## src/rtl/sertx_pkg.sv

```systemverilog
package sertx_pkg;
  typedef enum logic [1:0] {
    ST_IDLE = 2'd0,
    ST_DATA = 2'd1,
    ST_BRK  = 2'd2,
    ST_GAP  = 2'd3
  } tx_state_t;
endpackage

```

## src/rtl/sertx_hold.sv

```systemverilog
module sertx_hold #(
  parameter int DATA_W = 8
) (
  input  logic              clk,
  input  logic              rst,
  input  logic              flush,
  input  logic              wr,
  input  logic [DATA_W-1:0] wdata,
  input  logic              wext,
  input  logic              take,
  output logic              full,
  output logic [DATA_W-1:0] rdata,
  output logic              rext
);
  always_ff @(posedge clk) begin
    if (rst || flush) begin
      full <= 1'b0;
    end else if (take) begin
      full <= 1'b0;
    end else if (wr && !full) begin
      full  <= 1'b1;
      rdata <= wdata;
      rext  <= wext;
    end
  end


  hold_keep_chk: assert property (@(posedge clk) disable iff (rst)
    (full && !take && !flush) |=> (full && $stable(rdata) && $stable(rext)));
endmodule

```

## src/rtl/sertx_frame.sv

```systemverilog
module sertx_frame #(
  parameter int DATA_W = 8,
  parameter int FW     = DATA_W + 4,
  parameter int CW     = $clog2(FW + 1)
) (
  input  logic              nine,
  input  logic              par_en,
  input  logic              par_odd,
  input  logic [DATA_W-1:0] data,
  input  logic              ext,
  output logic [FW-1:0]     frame,
  output logic [CW-1:0]     nbits
);
  logic par;

  always_comb begin
    par = (^data) ^ (nine & ext) ^ par_odd;
    unique case ({nine, par_en})
      2'b00:   frame = {3'b111, data, 1'b0};
      2'b01:   frame = {2'b11, par, data, 1'b0};
      2'b10:   frame = {2'b11, ext, data, 1'b0};
      default: frame = {1'b1, par, ext, data, 1'b0};
    endcase
    nbits = CW'(DATA_W + 2) + CW'(nine) + CW'(par_en);
  end
endmodule

```

## src/rtl/sertx_shift.sv

```systemverilog
module sertx_shift
  import sertx_pkg::*;
#(
  parameter int DATA_W = 8,
  parameter int FW     = DATA_W + 4,
  parameter int CW     = $clog2(FW + 1)
) (
  input  logic          clk,
  input  logic          rst,
  input  logic          en,
  input  logic          tick,
  input  logic          brk,
  input  logic          hold_full,
  input  logic [FW-1:0] frame,
  input  logic [CW-1:0] nbits,
  output logic          take,
  output logic          txd,
  output logic          done
);
  tx_state_t     state;
  logic [CW-1:0] cnt;
  logic [FW-1:0] shreg;
  logic          free;

  always_comb begin
    free = 1'b0;
    if (en && tick) begin
      unique case (state)
        ST_IDLE:        free = 1'b1;
        ST_DATA, ST_GAP: free = (cnt == '0);
        default:        free = 1'b0;
      endcase
    end
    take = free && !brk && hold_full;
  end

  always_ff @(posedge clk) begin
    if (rst || !en) begin
      state <= ST_IDLE;
      txd   <= 1'b1;
      done  <= 1'b1;
      cnt   <= '0;
      shreg <= '1;
    end else if (tick) begin
      if (free) begin
        if (brk) begin
          state <= ST_BRK;
          txd   <= 1'b0;
          done  <= 1'b0;
          cnt   <= nbits - CW'(1);
        end else if (hold_full) begin
          state <= ST_DATA;
          txd   <= frame[0];
          shreg <= {1'b1, frame[FW-1:1]};
          done  <= 1'b0;
          cnt   <= nbits - CW'(1);
        end else begin
          state <= ST_IDLE;
          txd   <= 1'b1;
          done  <= 1'b1;
        end
      end else if (state == ST_BRK && cnt == '0) begin
        if (brk) begin
          cnt <= nbits - CW'(1);
        end else begin
          state <= ST_GAP;
          txd   <= 1'b1;
        end
      end else if (state == ST_DATA) begin
        txd   <= shreg[0];
        shreg <= {1'b1, shreg[FW-1:1]};
        cnt   <= cnt - CW'(1);
      end else if (state == ST_BRK) begin
        cnt <= cnt - CW'(1);
      end
    end
  end


  idle_high_chk: assert property (@(posedge clk) disable iff (rst)
    (state == ST_IDLE) |-> (txd && done));

  txd_tick_chk: assert property (@(posedge clk) disable iff (rst)
    (en && !tick) |=> $stable(txd));

  start_chk: assert property (@(posedge clk) disable iff (rst)
    take |=> (!txd && !done));

  brk_low_chk: assert property (@(posedge clk) disable iff (rst)
    (state == ST_BRK) |-> (!txd && !done));

  gap_chk: assert property (@(posedge clk) disable iff (rst)
    (state == ST_GAP) |-> (txd && !done));

  off_chk: assert property (@(posedge clk) disable iff (rst)
    !en |=> (txd && done && state == ST_IDLE));
endmodule

```

## src/rtl/sertx_core.sv

```systemverilog
module sertx_core #(
  parameter int DATA_W = 8
) (
  input  logic              clk,
  input  logic              rst,
  input  logic              tx_en,
  input  logic              bit_tick,
  input  logic              wr_en,
  input  logic [DATA_W-1:0] wr_data,
  input  logic              wr_ext,
  input  logic              nine_bit,
  input  logic              par_en,
  input  logic              par_odd,
  input  logic              brk_req,
  input  logic              irq_empty_en,
  input  logic              irq_done_en,
  output logic              txd,
  output logic              hold_empty,
  output logic              tx_done,
  output logic              irq
);
  localparam int FW = DATA_W + 4;
  localparam int CW = $clog2(FW + 1);

  logic              hold_full, take, h_ext;
  logic [DATA_W-1:0] h_data;
  logic [FW-1:0]     frame;
  logic [CW-1:0]     nbits;

  sertx_hold #(.DATA_W(DATA_W)) u_hold (
    .clk(clk), .rst(rst), .flush(!tx_en), .wr(wr_en && tx_en),
    .wdata(wr_data), .wext(wr_ext), .take(take),
    .full(hold_full), .rdata(h_data), .rext(h_ext)
  );

  sertx_frame #(.DATA_W(DATA_W), .FW(FW), .CW(CW)) u_frame (
    .nine(nine_bit), .par_en(par_en), .par_odd(par_odd),
    .data(h_data), .ext(h_ext), .frame(frame), .nbits(nbits)
  );

  sertx_shift #(.DATA_W(DATA_W), .FW(FW), .CW(CW)) u_shift (
    .clk(clk), .rst(rst), .en(tx_en), .tick(bit_tick), .brk(brk_req),
    .hold_full(hold_full), .frame(frame), .nbits(nbits),
    .take(take), .txd(txd), .done(tx_done)
  );

  assign hold_empty = !hold_full;
  assign irq = (irq_empty_en && hold_empty) || (irq_done_en && tx_done);


  wr_fill_chk: assert property (@(posedge clk) disable iff (rst)
    (wr_en && tx_en && hold_empty) |=> !hold_empty);
endmodule

```

## config.mk

```make
export PLATFORM = sky130hd
export DESIGN_NAME = sertx_core
export DESIGN_NICKNAME = d
export VERILOG_FILES = /design/src/rtl/sertx_pkg.sv /design/src/rtl/sertx_hold.sv /design/src/rtl/sertx_frame.sv /design/src/rtl/sertx_shift.sv /design/src/rtl/sertx_core.sv
export SDC_FILE = /design/constraint.sdc
export NUM_CORES = 1
export LEC_CHECK = 0
export BUFFER_PORTS_ARGS = -buffer_cell sky130_fd_sc_hd__clkbuf_2
export CORE_AREA = 2 2 58 60
export CTS_CLUSTER_DIAMETER = 200
export DETAILED_ROUTE_END_ITERATION = 7
export DIE_AREA = 0 0 60 62
export GPL_TIMING_DRIVEN = 0
export PLACE_DENSITY = 0.83
export SLEW_MARGIN = 20
export SYNTH_ARGS = -nofsm -noshare
export SYNTH_HDL_FRONTEND = slang
export SYNTH_SLANG_ARGS = --single-unit
```

## constraint.sdc

```tcl
create_clock -name clk -period 3 [get_ports clk]
set_input_delay 0.6 -clock clk [delete_from_list [all_inputs] [get_ports clk]]
set_output_delay 0.6 -clock clk [all_outputs]
set_load 0.005 [all_outputs]
```

==> results_dict.tcl, run 1 <==
set metrics [dict create \
    grt_pass1_vias 1221 \
    num_vias 1343 \
    dieArea_mm2 0.00372 \
    holdWs_ps 433 \
    rows 21 \
    drive_gt1_frac 0.210 \
    combPwrFrac 0.177 \
    clock_skew_ps 2.40 \
    crit_path_start_kind "flop" \
    place.gp.congestion 0.892 \
    worstPathCellList "inv_1 -> ha_1 -> or3b_1 -> buf_6 -> a211oi_4 -> buf_6 -> mux2i_1 -> o211ai_2" \
    post_cts_resized 0 \
    die-width_um 60 \
    antenna_found_initial 0 \
    syn_area_mm2 0.00164 \
    synth_cells 168 \
    endpoint_kind "flop" \
    grt_setup_unrepaired "no" \
    yosys_warnings 0 \
    status "completed" \
    cp.required_ps 3210 \
    clock_sinks 28 \
    fin_tns_setup_ps 0 \
    tightest_slew_ps 659 \
    diodes 0 \
    clk_pin_slew_ps 150 \
    grt_max_degree 17 \
    seq_area_um2 651 \
    drtIter0Drc 120 \
    critical_path_class "flop to flop" \
    hp-start "wr_data[7]" \
    viasPerCell 5.57 \
    die_h_um 62 \
    grt_overflow_total 0 \
    initial_utilization 0.515 \
    r2r_start "u_shift.cnt[0]" \
    synth_edf_count 9 \
    relSlewSlack 0.559 \
    clk_path_buf_depth 2 \
    synth_seq_area_share 0.397 \
    ir_worst_vdd_mv 0.292 \
    synth_seq_cells 28 \
    drv_cap 0 \
    cp_slowest_cell "a211oi_4" \
    ys_types 50 \
    coreArea_mm2 0.00318 \
    wl_per_cell_um 12.9 \
    min_period_ps 2430 \
    ctsHoldBuffers 0 \
    numPortBuffers 23 \
    power_switching_uw 195 \
    critPathMostFrequentCell "buf_6" \
    syn_area_per_cell_um2 9.75 \
    wl_met2_um 1500 \
    finalPower_uw 797 \
    io_pins 24 \
    first_pass_iters 4 \
    track_usage 0.186 \
    hpwlAfterDp_um 2260 \
    rrSetupSlack_ps 570 \
    cts_setup_buffers 0 \
    worstReg2RegEnd "u_shift.shreg[2]" \
    top_layer_used "met4" \
    fmax_mhz 412 \
    internal_power_uw 602 \
    min_path_type "input port to flop" \
    seqPwrFrac 0.513 \
    slew_violations 0 \
    rr_worst_depth 8 \
    hold_violations 0 \
    synth_nets 194 \
    min_to "u_hold.rdata[7]" \
    leakagePower_nw 0.790 \
    clk_latency_ps 330 \
    cp_data_arrival_time_ps 2630 \
    holdPathStages 1 \
    wl_met3_um 165 \
    clkPwrFrac 0.310 \
    critical-path-max-stage-delay_ps 540 \
    grt_pass1_wl_um 5200 \
    drt-total-wl_um 3100 \
    drt-met1-wl_um 1390 \
    final_cell_mix "clkbuf_2, dfxtp_1, nand2_1, inv_1, mux2i_1" \
    multi_input_area_um2 885 \
    worstPathMaxFanout 10 \
    nNetsFinal 222 \
    layout_commonest_cell "clkbuf_2" \
    ys.flop_type "dfxtp_1" \
    ant_nets 0 \
    cts-root-buf "clkbuf_4" \
    cts_tree "yes" \
    drcViolationCount 0 \
    n_fill_cell 312 \
    cts_buffers 3 \
    swShare 0.245 \
    setup_viol 0 \
    period_share 0.809 \
    cellPowerDensity_mw_per_mm2 428 \
    async_reset_ff_frac 0 \
    syn_to_final_growth_pct 13.8 \
    cts_max_level 1 \
]
[layout make-up]
| class | instances | share of cell area |
|---|---|---|
| inverter | 12 | 0.0242 |
| timing repair buffer | 23 | 0.0618 |
| tap | 46 | 0.0309 |
| multi-input combinational | 120 | 0.475 |
| clock buffer | 3 | 0.0121 |
| clock inverter | 1 | 0.0161 |
| sequential | 28 | 0.349 |
| buffer | 8 | 0.0309 |
[worst max-delay path by stage]
stage | to | start | slack (ps) | cells past startpoint
5_1_grt | u_shift.shreg[3] | u_shift.cnt[0] | 420 | 8
3_5_place_dp | u_shift.shreg[2] | u_shift.cnt[0] | 600 | 8
3_3_place_gp | u_shift.shreg[2] | u_shift.cnt[0] | 610 | 8
6_report | u_shift.shreg[2] | u_shift.cnt[0] | 570 | 8
2_1_floorplan | u_shift.shreg[2] | u_shift.cnt[0] | 860 | 8
4_1_cts | u_shift.shreg[2] | u_shift.cnt[0] | 570 | 8
[state kept, by name (all words and copies together), names as in the netlist]
name / flops
u_hold.full: 1
u_hold.rdata: 8
u_hold.rext: 1
u_shift.cnt: 4
u_shift.done: 1
u_shift.shreg: 10
u_shift.state: 2
u_shift.txd: 1
[per-stage QoR]
step                      setup slack [ps]   util  area [µm²]  instances
final                                  574  0.586        1860        241
after global routing                   425  0.586        1860        241
after CTS                              573  0.586        1860        241
after detailed placement               597  0.569        1810        237
after global placement                 614  0.569        1810        237
after floorplan                        863      -        1640        168
[power by group through the flow]
stage	Sequential, mW	Clock, mW	Combinational, mW
2_1_floorplan	0.415	0	0.102
6_report	0.409	0.247	0.141
3_3_place_gp	0.416	0	0.139
4_1_cts	0.408	0.255	0.142
3_5_place_dp	0.417	0	0.140
5_1_grt	0.410	0.269	0.157
[critical path: cells and delay by family, from the launching register on]
kind | cells | cell delay (ps)
AND/OR/NAND/NOR | 1 | 380
flip-flops | 1 | 350
adder cells (fa/ha/maj) | 1 | 260
multiplexers | 1 | 230
buffers and inverters | 3 | 460
AO/OA/AOI/OAI | 2 | 630
[synth_stat cells (3+ instances only)]
cell type / count / area share
a211oi_1: 3 / 0.014
edfxtp_1: 9 / 0.17
a21oi_1: 7 / 0.021
mux2i_1: 10 / 0.061
ha_1: 6 / 0.046
nand2_1: 17 / 0.039
nand2b_1: 3 / 0.011
o211ai_1: 8 / 0.037
inv_1: 12 / 0.027
buf_6: 3 / 0.021
nor3_1: 4 / 0.012
a31oi_1: 3 / 0.011
nor2_1: 8 / 0.018
dfxtp_1: 19 / 0.23
xnor2_1: 6 / 0.032
o21ai_0: 5 / 0.015
[cell families after synthesis]
group | share of synthesized area
AOI/OAI and AO/OA | 0.203
DFF | 0.397
adders and majority gates | 0.0458
xor gates and xnor gates | 0.0512
buffers and inverters | 0.0626
and+or+nand+nor | 0.172
muxes | 0.0680
[layer usage]
| metal | vias to the layer above | track usage |
|---|---|---|
| li1 | 667 | - |
| met1 | 627 | 0.224 |
| met2 | 43 | 0.325 |
| met3 | 6 | 0.0435 |
| met4 | 0 | 0.0730 |
| met5 | - | 0 |
(Power assumes the default switching activity.)
==> inputs of run 2 (changes only) <==
--- a/config.mk
+++ b/config.mk
@@ -5,13 +5,14 @@
 export SDC_FILE = /design/constraint.sdc
 export NUM_CORES = 1
 export LEC_CHECK = 0
+export ABC_AREA = 1
 export BUFFER_PORTS_ARGS = -buffer_cell sky130_fd_sc_hd__clkbuf_2
-export CORE_AREA = 2 2 58 60
+export CORE_AREA = 2 2 59 61
 export CTS_CLUSTER_DIAMETER = 200
 export DETAILED_ROUTE_END_ITERATION = 7
-export DIE_AREA = 0 0 60 62
+export DIE_AREA = 0 0 61 63
 export GPL_TIMING_DRIVEN = 0
-export PLACE_DENSITY = 0.83
+export PLACE_DENSITY = 0.81
 export SLEW_MARGIN = 20
 export SYNTH_ARGS = -nofsm -noshare
 export SYNTH_HDL_FRONTEND = slang
==> constraint.sdc (replaced) <==
create_clock -name clk -period 2.19 [get_ports clk]
set_input_delay 0.438 -clock clk [delete_from_list [all_inputs] [get_ports clk]]
set_output_delay 0.438 -clock clk [all_outputs]
set_load 0.005 [all_outputs]
==> run 2 against run 1 <==
Synthesized cell count grew 24%. Sequential share of layout area rose by 2.0 points. Routed wire length down 3.8%. Setup slack worse by 170 ps. Critical path depth grew 3. Total power rose by 20%. Design area shrank 5.3%. Non-clock buffer count decreased by 4. Critical path type unchanged. Critical endpoint is now u_shift.shreg[3].
==> results_dict.tcl, run 2 <==
set metrics [dict create \
    cts-root-buf "clkbuf_4" \
    clk_pin_slew_ps 150 \
    min_path_type "input port to flop" \
    diodes 0 \
    drcViolationCount 0 \
    wl_per_cell_um 10.6 \
    stdcell_count 281 \
    die-width_um 61 \
    finalPower_uw 956 \
    nNetsFinal 262 \
    final_cell_mix "nand2_1, inv_1, clkbuf_2, dfxtp_1, nand3_1" \
    leakagePower_nw 0.876 \
    yosysMostFrequentCell "nand2_1" \
    clock_sinks 28 \
    rrSetupSlack_ps 410 \
    yosys_warnings 0 \
    first_pass_iters 4 \
    cts_setup_buffers 0 \
    track_usage 0.177 \
    ctsHoldBuffers 0 \
    clk_latency_ps 330 \
    grt_pass1_wl_um 5300 \
    relSlewSlack 0.454 \
    setup_viol 0 \
    grt_pass1_vias 1271 \
    drive_gt1_frac 0.174 \
    drv_cap 0 \
    final_area_mm2 0.00176 \
    ys.flop_type "dfxtp_1" \
    r2r_start "u_shift.cnt[0]" \
    die_h_um 63 \
    endpoint_kind "flop" \
    synth_seq_cells 28 \
    dieArea_mm2 0.00384 \
    post_cts_resized 0 \
    period_share 0.815 \
    postLayoutCoreUtil 0.546 \
    numPortBuffers 23 \
    async_reset_ff_frac 0 \
    crit_path_start_kind "flop" \
    cts_buffers 3 \
    grt_overflow_total 0 \
    status "completed" \
    ant_nets 0 \
    place.gp.congestion 0.838 \
    cts_tree "yes" \
    top_register "u_shift.shreg" \
    viasPerCell 4.80 \
    syn_area_mm2 0.00156 \
    dpl_cell_area_mm2 0.00173 \
    initial_utilization 0.481 \
    seq_area_um2 651 \
    drtIter0Drc 56 \
    antenna_found_initial 0 \
    fin_tns_setup_ps 0 \
    reg_top3 "u_shift.shreg (10), u_hold.rdata (8), u_shift.cnt (4)" \
    coreArea_mm2 0.00323 \
    critical_path_class "flop to flop" \
    largest_reg_flops 10 \
    synth_top_area_cell "dfxtp_1" \
    hp-start "wr_data[5]" \
    syn_to_final_growth_pct 13.4 \
    multi_input_area_um2 754 \
    clock_skew_ps 7.49 \
    synth.area.top_cells "dfxtp_1, edfxtp_1, nand2_1, inv_1, ha_1" \
    cellPowerDensity_mw_per_mm2 542 \
    min_period_ps 1780 \
    syn_area_per_cell_um2 7.48 \
    yosysTopAreaCellShare 0.245 \
    synth_nets 234 \
    cts_max_level 1 \
    grt_max_degree 16 \
    synth_cells 208 \
    synth_common_cells "nand2_1, inv_1, dfxtp_1" \
    num_vias 1350 \
    drt-total-wl_um 2980 \
    ys_types 26 \
    fmax_mhz 560 \
    clk_path_buf_depth 2 \
    synth_seq_area_share 0.418 \
    worstPathMaxFanout 10 \
    cp_data_arrival_time_ps 1990 \
    cp.required_ps 2390 \
    hold_violations 0 \
    io_pins 24 \
    grt_setup_unrepaired "no" \
    tightest_slew_ps 817 \
    ir_worst_vdd_mv 0.321 \
    layout_commonest_cell "nand2_1" \
    n_fill_cell 311 \
    synth_edf_count 9 \
    hpwlAfterDp_um 2350 \
    slew_violations 0 \
    rows 21 \
    crit_start "u_shift.cnt[0]" \
    dp.cells 277 \
]
## run 2: changes by cell type after synthesis, sizes merged, moves of 6 or more
cell   change
xnor2      -6
inv       +19
o21ai      +7
nand3     +15
nand2     +53
mux2i     -10
## run 2: metrics by stage
stage,hold WS [ps],worst slack [ps]
finish,272,406
global route,254,235
CTS,261,419
detailed placement,457,416
global placement,453,455
floorplan,437,632
## run 2: power by group
group	switching, mW	leakage [nW]	internal [mW]	total (mW)
clock	0.151	0.0210	0.102	0.253
sequential	0.00754	0.237	0.550	0.557
combinational	0.0890	0.618	0.0564	0.145
total	0.248	0.876	0.708	0.956
## run 2: logic make-up after synthesis
| kind of cell | synth area share |
|---|---|
| AND/OR/NAND/NOR | 0.302 |
| adder cells (fa/ha/maj) | 0.0483 |
| buffers and inverters | 0.0965 |
| XOR/XNOR | 0.0113 |
| flip-flops | 0.418 |
| AO/OA/AOI/OAI | 0.123 |
## run 2: final timing paths
kind | cells after the start | endpoint
setup / recovery | 11 | u_shift.shreg[3]
hold / removal | 1 | u_hold.rdata[5]
setup reg to reg | 11 | u_shift.shreg[3]
hold reg to reg | 2 | u_shift.cnt[3]
## run 2: worst max-delay path, cell delays in order, from the launching register on
cell and delay [ps]:
dfxtp_1 330, inv_1 100, ha_1 210, nand3_2 110, nand2_1 80, nand2_2 130, inv_1 130, buf_4 190
buf_6 150, nand2_1 50, o211ai_1 80, nand3_1 90
## run 2: layer usage
layer  global-route usage  share of wire  vias to the layer above
met5                    0              0                        -
met4               0.0571         0.0034                        0
met3               0.0186          0.026                        2
met2                0.300           0.51                       16
met1                0.229           0.46                      606
li1                     -              -                      726
## run 2: layout make-up
class                      instances  share of cell area
buffer                             4              0.0191
sequential                        28               0.369
inverter                          31              0.0660
tap                               46              0.0326
multi-input combinational        145               0.428
timing repair buffer              23              0.0652
clock buffer                       4              0.0206
